File: src/rtl/period_timer_pkg.sv
package period_timer_pkg;

  typedef enum logic {
    MODE_STOP = 1'b0,
    MODE_UP   = 1'b1
  } pt_mode_e;

  localparam int unsigned N_FLAGS  = 2;
  localparam int unsigned FLG_MTCH = 0;
  localparam int unsigned FLG_WRAP = 1;

endpackage

File: src/rtl/pt_period_reg.sv
module pt_period_reg #(
  parameter int unsigned W          = 16,
  parameter logic [W-1:0] RST_PERIOD = '1
) (
  input  logic         clk,
  input  logic         rst,
  input  logic         we,
  input  logic [W-1:0] wdata,
  output logic [W-1:0] period_q
);

  // Immediate load: the new value is active from the cycle after the write.
  always_ff @(posedge clk) begin
    if (rst)     period_q <= RST_PERIOD;
    else if (we) period_q <= wdata;
  end

endmodule

File: src/rtl/pt_counter.sv
module pt_counter
  import period_timer_pkg::*;
#(
  parameter int unsigned W = 16
) (
  input  logic         clk,
  input  logic         rst,
  input  logic         tick,
  input  pt_mode_e     mode,
  input  logic         clr,
  input  logic [W-1:0] period,
  output logic [W-1:0] count_q,
  output logic         match_ev,
  output logic         wrap_ev
);

  logic [W-1:0] count_d;
  logic         step;

  assign step = tick && (mode == MODE_UP) && !clr;

  always_comb begin
    count_d  = count_q;
    wrap_ev  = 1'b0;
    match_ev = 1'b0;
    if (clr) begin
      count_d = '0;
    end else if (step) begin
      if (count_q == period) begin
        count_d = '0;
        wrap_ev = 1'b1;
      end else if (count_q > period) begin
        // late entry or shortened period: restart without a wrap event
        count_d = '0;
      end else begin
        count_d = count_q + 1'b1;
      end
      match_ev = (count_d == period);
    end
  end

  always_ff @(posedge clk) begin
    if (rst) count_q <= '0;
    else     count_q <= count_d;
  end

endmodule

File: src/rtl/pt_flags.sv
module pt_flags #(
  parameter int unsigned NF = 2
) (
  input  logic          clk,
  input  logic          rst,
  input  logic [NF-1:0] set_i,
  input  logic [NF-1:0] clr_i,
  output logic [NF-1:0] flag_q
);

  for (genvar g = 0; g < NF; g++) begin : g_flag
    always_ff @(posedge clk) begin
      if (rst)           flag_q[g] <= 1'b0;
      else if (set_i[g]) flag_q[g] <= 1'b1;
      else if (clr_i[g]) flag_q[g] <= 1'b0;
    end
  end

endmodule

File: src/rtl/period_timer.sv
module period_timer
  import period_timer_pkg::*;
#(
  parameter int unsigned W          = 16,
  parameter logic [W-1:0] RST_PERIOD = '1
) (
  input  logic         clk,
  input  logic         rst,
  input  logic         tick,
  input  logic         mode,
  input  logic         cnt_clr,
  input  logic         prd_we,
  input  logic [W-1:0] prd_wdata,
  input  logic         match_clr,
  input  logic         wrap_clr,
  output logic [W-1:0] count,
  output logic [W-1:0] period,
  output logic         match_flag,
  output logic         wrap_flag
);

  logic                 match_ev;
  logic                 wrap_ev;
  logic [N_FLAGS-1:0]   fset;
  logic [N_FLAGS-1:0]   fclr;
  logic [N_FLAGS-1:0]   fq;

  pt_period_reg #(.W(W), .RST_PERIOD(RST_PERIOD)) prd_i (
    .clk      (clk),
    .rst      (rst),
    .we       (prd_we),
    .wdata    (prd_wdata),
    .period_q (period)
  );

  pt_counter #(.W(W)) cnt_i (
    .clk      (clk),
    .rst      (rst),
    .tick     (tick),
    .mode     (pt_mode_e'(mode)),
    .clr      (cnt_clr),
    .period   (period),
    .count_q  (count),
    .match_ev (match_ev),
    .wrap_ev  (wrap_ev)
  );

  always_comb begin
    fset           = '0;
    fclr           = '0;
    fset[FLG_MTCH] = match_ev;
    fset[FLG_WRAP] = wrap_ev;
    fclr[FLG_MTCH] = match_clr;
    fclr[FLG_WRAP] = wrap_clr;
  end

  pt_flags #(.NF(N_FLAGS)) flg_i (
    .clk    (clk),
    .rst    (rst),
    .set_i  (fset),
    .clr_i  (fclr),
    .flag_q (fq)
  );

  assign match_flag = fq[FLG_MTCH];
  assign wrap_flag  = fq[FLG_WRAP];

endmodule

File: config.mk
export PLATFORM = sky130hd
export DESIGN_NAME = period_timer
export DESIGN_NICKNAME = d
export VERILOG_FILES = /design/src/rtl/period_timer_pkg.sv /design/src/rtl/pt_period_reg.sv /design/src/rtl/pt_counter.sv /design/src/rtl/pt_flags.sv /design/src/rtl/period_timer.sv
export SDC_FILE = /design/constraint.sdc
export NUM_CORES = 1
export LEC_CHECK = 0
export BUFFER_PORTS_ARGS = -buffer_cell sky130_fd_sc_hd__buf_2
export CAP_MARGIN = 20
export CORE_MARGIN = 2
export CORE_UTILIZATION = 30
export DETAILED_ROUTE_END_ITERATION = 10
export PLACE_DENSITY = 0.58
export SLEW_MARGIN = 30
export SYNTH_ARGS = -nofsm -noshare
export SYNTH_HDL_FRONTEND = slang
export SYNTH_SLANG_ARGS = --single-unit
File: constraint.sdc
create_clock -name clk -period 3.4 [get_ports clk]
set_clock_uncertainty 0.15 [all_clocks]
set_input_delay 0.17 -clock clk [delete_from_list [all_inputs] [get_ports clk]]
set_output_delay 0.17 -clock clk [all_outputs]
set_load 0.1 [all_outputs]
==> results of run 1 <==
==> cell families after synthesis <==
family | Yosys count | share of synthesized area [%]
AOI/OAI and AO/OA | 78 | 20.7
xor gates and xnor gates | 20 | 8.05
adders and majority gates | 17 | 9.06
buffers and inverters | 34 | 5.49
DFF | 34 | 29.0
muxes | 4 | 1.81
and+or+nand+nor | 122 | 25.9
==> per-layer routing <==
| layer | up-vias | routed length (um) | share of wire (%) |
|---|---|---|---|
| li1 | 1244 | - | - |
| met1 | 1172 | 3400 | 46 |
| met2 | 71 | 3450 | 47 |
| met3 | 8 | 395 | 5.4 |
| met4 | 0 | 87 | 1.2 |
| met5 | - | 0 | 0 |
==> power groups by stage <==
| stage | Clock [mW] | Combinational, mW | Sequential (mW) |
|---|---|---|---|
| floorplan | 0 | 0.0611 | 0.529 |
| global placement | 0 | 0.203 | 0.434 |
| CTS | 0.300 | 0.220 | 0.426 |
| detailed placement | 0 | 0.205 | 0.435 |
| global route | 0.325 | 0.233 | 0.428 |
| finish | 0.292 | 0.220 | 0.426 |
==> how the worst max path moves through the flow <==
stage,startpoint,endpoint,slack [ps],cells after the start
global placement,prd_i.period_q[11],flg_i.flag_q[0],610,9
global route,prd_i.period_q[1],flg_i.flag_q[0],380,10
CTS,prd_i.period_q[1],flg_i.flag_q[0],540,10
finish,prd_i.period_q[1],flg_i.flag_q[0],510,10
floorplan,cnt_i.count_q[0],cnt_i.count_q[7],40,12
detailed placement,prd_i.period_q[1],flg_i.flag_q[0],560,10
==> through the flow <==
| step | utilization, % | hold slack (ps) | area, um^2 |
|---|---|---|---|
| after floorplan | - | 92.4 | 2350 |
| after global placement | 36.1 | 224 | 2760 |
| after detailed placement | 36.1 | 230 | 2760 |
| after CTS | 39.3 | 0.506 | 3010 |
| after global routing | 39.3 | 0.0210 | 3010 |
| final | 39.3 | -5.36 | 3010 |
==> synth_stat cells (3+ instances only) <==
library cell	instances
nor4_1	3
inv_1	20
xnor2_1	13
dfxtp_1	34
o211ai_1	18
a21oi_1	34
nand2_1	40
nand3_1	11
xor2_1	6
nor2b_1	3
o21ai_0	11
nor2_1	30
nand4_1	7
clkbuf_1	11
nand2b_1	3
ha_1	17
nor3_1	10
==> cell type report <==
| cell class | count | area (um^2) |
|---|---|---|
| clock buffer | 7 | 76.3 |
| fill | 830 | 4640 |
| inverter | 20 | 75.1 |
| tap | 102 | 128 |
| timing repair buffer | 81 | 508 |
| sequential | 34 | 681 |
| multi-input combinational | 241 | 1540 |
==> state kept, by name (all words and copies together), names as in the netlist <==
signal and cells:
cnt_i.count_q 16, flg_i.flag_q 2, prd_i.period_q 16
==> worst min-delay path: stages <==
cell,delay [ps]
buf_2,70
nor2_1,30
nand2_1,70
o21ai_2,50
==> repair_timing <==
action,4_1_cts,5_1_grt
hold buffers,17,0
buffers inserted,0,0
endpoints found under the hold margin,17,0
==> out/qor.csv, run 1 <==
stage,metric,value,unit
floorplan,core area,7650,um^2
power_and_ir_drop,logic gate share of total power,23.4,%
floorplan,Top Ports,58,
timing,endpoints failing setup,0,
synth,"area leader, netlist",dfxtp_1,
worst_setup_path,reg2reg setup slack,510,ps
grt,global-route layer with the greatest usage,met2,
timing,FMAX,0.346,GHz
grt,total congestion overflow,0,
floorplan,Initial Util,30.7,%
grt,Global Route met1 Usage,23.2,%
clocking,TritonCTS clock tree,done,
worst_setup_path,biggest cell delay along the critical path,390,ps
cells_and_area,"non-filler cells, final",485,
power_and_ir_drop,Cell Pwr Density,312,nW/um^2
power_and_ir_drop,Int Pwr,0.612,mW
cells_and_area,area grow syn2layout,28.1,%
synth,Mapped Nets,350,
worst_setup_path,worst path bufs/invs,1,
cells_and_area,"most common cell after layout, fill and taps aside",buf_2,
grt,first-pass GRT wire length,11.7,mm
clocking,H-tree depth,2,
synth,post-synthesis cell area,2350,um^2
floorplan,row cnt,32,
grt,met3 Use GR,3.99,%
cells_and_area,ant diodes,0,
min_path,end of the worst hold path,flg_i.flag_q[0],
clocking,post_cts resized,0,
detailed_routing,DR DRC count,0,
worst_setup_path,cells along the critical path,"inv_1, ha_1, nor2b_1, o211ai_1, a2111o_1, and3_1, o21a_1, o32a_1, a2111o_1, o21ai_2",
timing,Final Hold Vio Count,1,
power_and_ir_drop,Leak,1.31,nW
timing,final number of max-transition violations,0,
timing,Final WS setup,508,ps
placement,pre-CTS setup slack,555,ps
floorplan,DIE HEIGHT,92.5,um
worst_setup_path,"slowest stage cell, crit path",a2111o_1,
min_path,worst hold start,match_clr,
worst_setup_path,Worst path top cell family by delay,compound AO/OA/AOI/OAI gates,
grt,initial antenna violation count,0,
placement,GPL Wtd Cong,0.908,
detailed_routing,Final ANT Viol Nets,0,
worst_setup_path,r2r startpoint,prd_i.period_q[1],
detailed_routing,drt pass-1 iters,4,
synth,"Seq/Total Area, Yosys",29.0,%
synth,#FFs+latches synth,34,
synth,Mean Syn Cell Area,7.60,um^2
cells_and_area,Final nets,424,
outcome,failing checks,hold timing,
power_and_ir_drop,Sequential Power Share,45.4,%
worst_setup_path,Worst setup EP type,flip-flop,
timing,RSZ-0062 raised after global routing,false,
synth,share of the synthesized area in the top cell type,29.0,%
detailed_routing,DR vias,2495,
detailed_routing,initial DRC count,107,
power_and_ir_drop,Clk network pwr share,31.2,%
worst_setup_path,Crit Path Category,reg2reg,
floorplan,die area,8550,um^2
grt,largest net degree at the start of global routing,32,
synth,top post-synthesis cells by area,"dfxtp_1 29%, ha_1 9.1%, a21oi_1 7.2%, nand2_1 6.4%, o211ai_1 5.8%",
timing,setup TNS,0,ps
timing,Slew headroom,61.9,%
timing,Worst-Margin Slew,571,ps
grt,vias in the first global route,2259,
timing,fin crit share,85.1,%
clocking,clock buffer count from CTS,5,
placement,Cells after DPL,461,
run,max-cap check violation count,0,
cells_and_area,most frequent cells in the layout,"57 x buf_2, 39 x nand2_1, 34 x a21oi_1, 34 x dfxtp_1, 30 x nor2_1",
timing,worst hold slack,-5.36,ps
grt,met2 track demand over resource,28.7,%
timing,Tmin final,2890,ps
power_and_ir_drop,switching share of power,34.8,%
power_and_ir_drop,Power Total,0.938,mW
cells_and_area,layout cell share with drive strength beyond 1,20.9,%
synth,Post-synth EDFFs,0,
detailed_routing,vias per inst,5.14,
clocking,Clock Sink Count,34,
power_and_ir_drop,switching power of the nets,0.326,mW
worst_setup_path,Worst setup SP type,flip-flop,
power_and_ir_drop,VDD IR-drop max,0.000140,V
detailed_routing,Total Wirelength,7.33,mm
min_path,hold crit path type,in2reg,
worst_setup_path,Worst Path Required,3480,ps
clocking,Clock Tree Buf Depth,2,
clocking,Skew-Pair Late Insertion Delay,290,ps
outcome,status,"complete, but fails checks",
clocking,"CTS clk-pin slew, worst paths",70,ps
worst_setup_path,"critical path fanouts, max",11,
synth,Post-Synthesis Cells,309,
worst_setup_path,CP dominant cell by count,a2111o_1,
grt,total global-route track usage,17.5,%
synth,Post-synth ARST share,0,%
placement,# port buffers,57,
worst_setup_path,Worst Reg2Reg Path Length in Cells,10,
synth,YS warnings,0,
synth,commonest register cell after synthesis,dfxtp_1,
synth,count of cell types in the netlist,47,
min_path,hold depth,4,
worst_setup_path,FF-to-FF End,flg_i.flag_q[0],
clocking,root buf cell,clkbuf_8,
placement,detailed placer's ending HPWL,5.38,mm
worst_setup_path,critical path arrival,2970,ps
detailed_routing,WL/cell,15.1,um
floorplan,Die Wd,92.5,um
(Power assumes the default switching activity.)
==> run 2: changes to the inputs <==
--- a/config.mk
+++ b/config.mk
@@ -14,4 +14,5 @@
 export SLEW_MARGIN = 30
 export SYNTH_ARGS = -nofsm -noshare
 export SYNTH_HDL_FRONTEND = slang
+export SYNTH_HIERARCHICAL = 1
 export SYNTH_SLANG_ARGS = --single-unit
==> out/qor.csv, run 2 <==
stage,metric,value,unit
outcome,status,"complete, no violations",
placement,GPL Wtd Cong,0.899,
floorplan,die area,8710,um^2
clocking,clock buffer count from CTS,5,
placement,# port buffers,57,
clocking,setup bufs post-CTS,0,
synth,count of cell types in the netlist,43,
synth,"top cells by count, synth","34 x dfxtp_1, 27 x nor2_1, 26 x a21oi_1",
worst_setup_path,Worst Path Required,3480,ps
synth,"Seq/Total Area, Yosys",28.4,%
power_and_ir_drop,switching share of power,32.5,%
synth,commonest register cell after synthesis,dfxtp_1,
worst_setup_path,"critical path fanouts, max",11,
synth,post-synthesis cell area,2390,um^2
worst_setup_path,crit path to,flg_i/flag_q[0],
placement,detailed placer's ending HPWL,5.40,mm
timing,Tmin final,3170,ps
timing,Slew headroom,53.7,%
synth,"area leader, netlist",dfxtp_1,
floorplan,DIE HEIGHT,93.3,um
clocking,"CTS clk-pin slew, worst paths",70,ps
cells_and_area,Final nets,429,
floorplan,Initial Util,31.0,%
placement,DP Area,2870,um^2
synth,Post-synth ARST share,0,%
synth,most common cell in the netlist,dfxtp_1,
floorplan,core area,7730,um^2
timing,Worst-Margin Slew,692,ps
detailed_routing,initial DRC count,126,
cells_and_area,Final Cell Area,3180,um^2
power_and_ir_drop,logic gate share of total power,22.3,%
clocking,Skew-Pair Late Insertion Delay,290,ps
floorplan,Die Wd,93.3,um
detailed_routing,Total Wirelength,7.16,mm
clocking,Clock Tree Buf Depth,2,
grt,largest net degree at the start of global routing,33,
cells_and_area,largest registers,"cnt_i/count_q: 16 flops, prd_i/period_q: 16 flops, flg_i/flag_q: 2 flops",
worst_setup_path,cells along the critical path,"inv_1, ha_1, nand4_1, or4_1, or4_4, nand3_4, a21oi_2, o32ai_2, o21ai_1, nor4_2, inv_1, a21oi_1",
clocking,H-tree depth,2,
timing,RSZ-0062 raised after global routing,false,
power_and_ir_drop,Leak,1.41,nW
grt,vias in the first global route,2289,
timing,worst hold slack,47.4,ps
min_path,hold crit path type,in2reg,
worst_setup_path,Critical Path Start,prd_i/period_q[14],
worst_setup_path,FF-to-FF End,flg_i/flag_q[0],
grt,total global-route track usage,16.6,%
detailed_routing,vias per inst,5.09,
worst_setup_path,Worst setup EP type,flip-flop,
detailed_routing,DR DRC count,0,
cells_and_area,"non-filler cells, final",491,
floorplan,Top Ports,58,
synth,Mapped Nets,345,
power_and_ir_drop,Int Pwr,0.698,mW
power_and_ir_drop,Cell Pwr Density,325,nW/um^2
synth,top post-synthesis cells by area,"dfxtp_1 28%, ha_1 8.9%, a211o_1 5.9%, a21oi_1 5.4%, nor2b_1 4.7%",
cells_and_area,layout cell share with drive strength beyond 1,28.3,%
grt,total congestion overflow,0,
timing,final number of max-transition violations,0,
cells_and_area,most frequent cells in the layout,"57 x buf_2, 27 x nor2_1, 26 x a21oi_1, 21 x inv_1, 20 x dfxtp_2",
worst_setup_path,reg2reg setup slack,230,ps
min_path,worst hold start,cnt_clr,
cells_and_area,ant diodes,0,
synth,Post-Synthesis Cells,304,
worst_setup_path,Crit Path Category,reg2reg,
detailed_routing,DR vias,2498,
worst_setup_path,Worst setup SP type,flip-flop,
grt,first-pass GRT wire length,11.5,mm
timing,setup TNS,0,ps
clocking,TritonCTS clock tree,done,
floorplan,row cnt,32,
worst_setup_path,Worst Reg2Reg Path Length in Cells,12,
worst_setup_path,"slowest stage cell, crit path",or4_4,
cells_and_area,"most common cell after layout, fill and taps aside",buf_2,
synth,Post-synth EDFFs,0,
clocking,Clock Sink Count,34,
synth,Mean Syn Cell Area,7.87,um^2
timing,Final Hold Vio Count,0,
worst_setup_path,critical path arrival,3240,ps
power_and_ir_drop,Clk network pwr share,36.2,%
timing,fin crit share,93.2,%
grt,initial antenna violation count,0,
run,max-cap check violation count,0,
synth,share of the synthesized area in the top cell type,28.4,%
power_and_ir_drop,switching power of the nets,0.336,mW
detailed_routing,WL/cell,14.6,um
power_and_ir_drop,VDD IR-drop max,0.000161,V
placement,Cells after DPL,464,
worst_setup_path,CP dominant cell by count,inv_1,
timing,endpoints failing setup,0,
synth,#FFs+latches synth,34,
synth,YS warnings,6,
worst_setup_path,r2r startpoint,prd_i/period_q[14],
worst_setup_path,biggest cell delay along the critical path,590,ps
detailed_routing,Final ANT Viol Nets,0,
timing,FMAX,0.316,GHz
detailed_routing,drt pass-1 iters,4,
clocking,root buf cell,clkbuf_8,
cells_and_area,area grow syn2layout,32.8,%
power_and_ir_drop,Sequential Power Share,41.6,%
-- run 2: changes by cell type after synthesis, sizes merged, moves of 3 or more --
cell | previous run | this run
a211o | 0 | 16
a21oi | 34 | 27
buf | 3 | 8
clkbuf | 11 | 6
nand2 | 40 | 19
nand3b | 2 | 8
nor2 | 30 | 27
nor2b | 3 | 18
nor3 | 12 | 7
nor4 | 3 | 8
o211ai | 18 | 3
o21ai | 12 | 19
-- run 2: power groups by stage --
| stage | Combinational, mW | Clock [mW] | Sequential, mW |
|---|---|---|---|
| after detailed placement | 0.213 | 0 | 0.439 |
| final | 0.230 | 0.374 | 0.430 |
| after global placement | 0.213 | 0 | 0.438 |
| after floorplan | 0.0687 | 0 | 0.537 |
| after CTS | 0.230 | 0.385 | 0.430 |
| after global routing | 0.245 | 0.409 | 0.433 |
-- run 2: cell families (layout without fill, tap and decap cells) --
group           count (synthesis)  after routing  synth area share, %
compound gates                 74             74                 19.8
buf+inv                        35            119                 6.74
mux                             2              2                0.889
xor+xnor                       19             19                 7.53
simple gates                  123            124                 27.7
flops                          34             34                 28.4
fa+ha+maj                      17             17                 8.89
-- run 2: how the worst min path moves through the flow --
| stage | slack (ps) | cells after the start | endpoint |
|---|---|---|---|
| final | 50 | 4 | flg_i/flag_q[1] |
| after global routing | 70 | 4 | flg_i/flag_q[1] |
| after CTS | 30 | 4 | flg_i/flag_q[1] |
| after detailed placement | 230 | 2 | prd_i/period_q[3] |
| after global placement | 220 | 2 | prd_i/period_q[13] |
| after floorplan | 90 | 1 | flg_i/flag_q[0] |
-- run 2: worst max-delay path, delay by kind of cell (launching register included) --
| family | cells | cell delay [ps] |
|---|---|---|
| and+or+nand+nor | 5 | 1670 |
| AOI/OAI and AO/OA | 4 | 490 |
| DFF | 1 | 360 |
| adders and majority gates | 1 | 310 |
| buffers and inverters | 2 | 120 |
-- run 2: through the flow --
step / worst slack [ps] / total power, mW / utilization (%)
global placement: 160 / 0.651 / 37.1
global route: 45.2 / 1.09 / 41.1
finish: 232 / 1.03 / 41.1
CTS: 66.7 / 1.05 / 40.9
floorplan: 4.15 / 0.606 / -
detailed placement: 84.3 / 0.653 / 37.1
-- run 2: what timing repair did --
action                                 in CTS  in global routing
endpoints found under the hold margin      18                  0
setup endpoints to repair                   0                  1
hold buffers                               18                  0
gates resized for setup                     0                  2
-- run 2: layout make-up --
class                           count  area, um^2
Clock buffer                        5        68.8
Sequential cell                    34         713
Inverter                           21        78.8
Tap cell                          102         128
Multi-Input combinational cell    236        1570
Clock inverter                      3        40.0
Fill cell                         811        4550
Timing Repair Buffer               90         578
-- run 2: layer usage --
layer  vias to the layer above  routed length [um]  track usage (%)
li1                       1259                   -                -
met1                      1155                3310             21.8
met2                        71                3370             27.4
met3                        13                 379             3.71
met4                         0                 102             4.53
met5                         -                   0                0
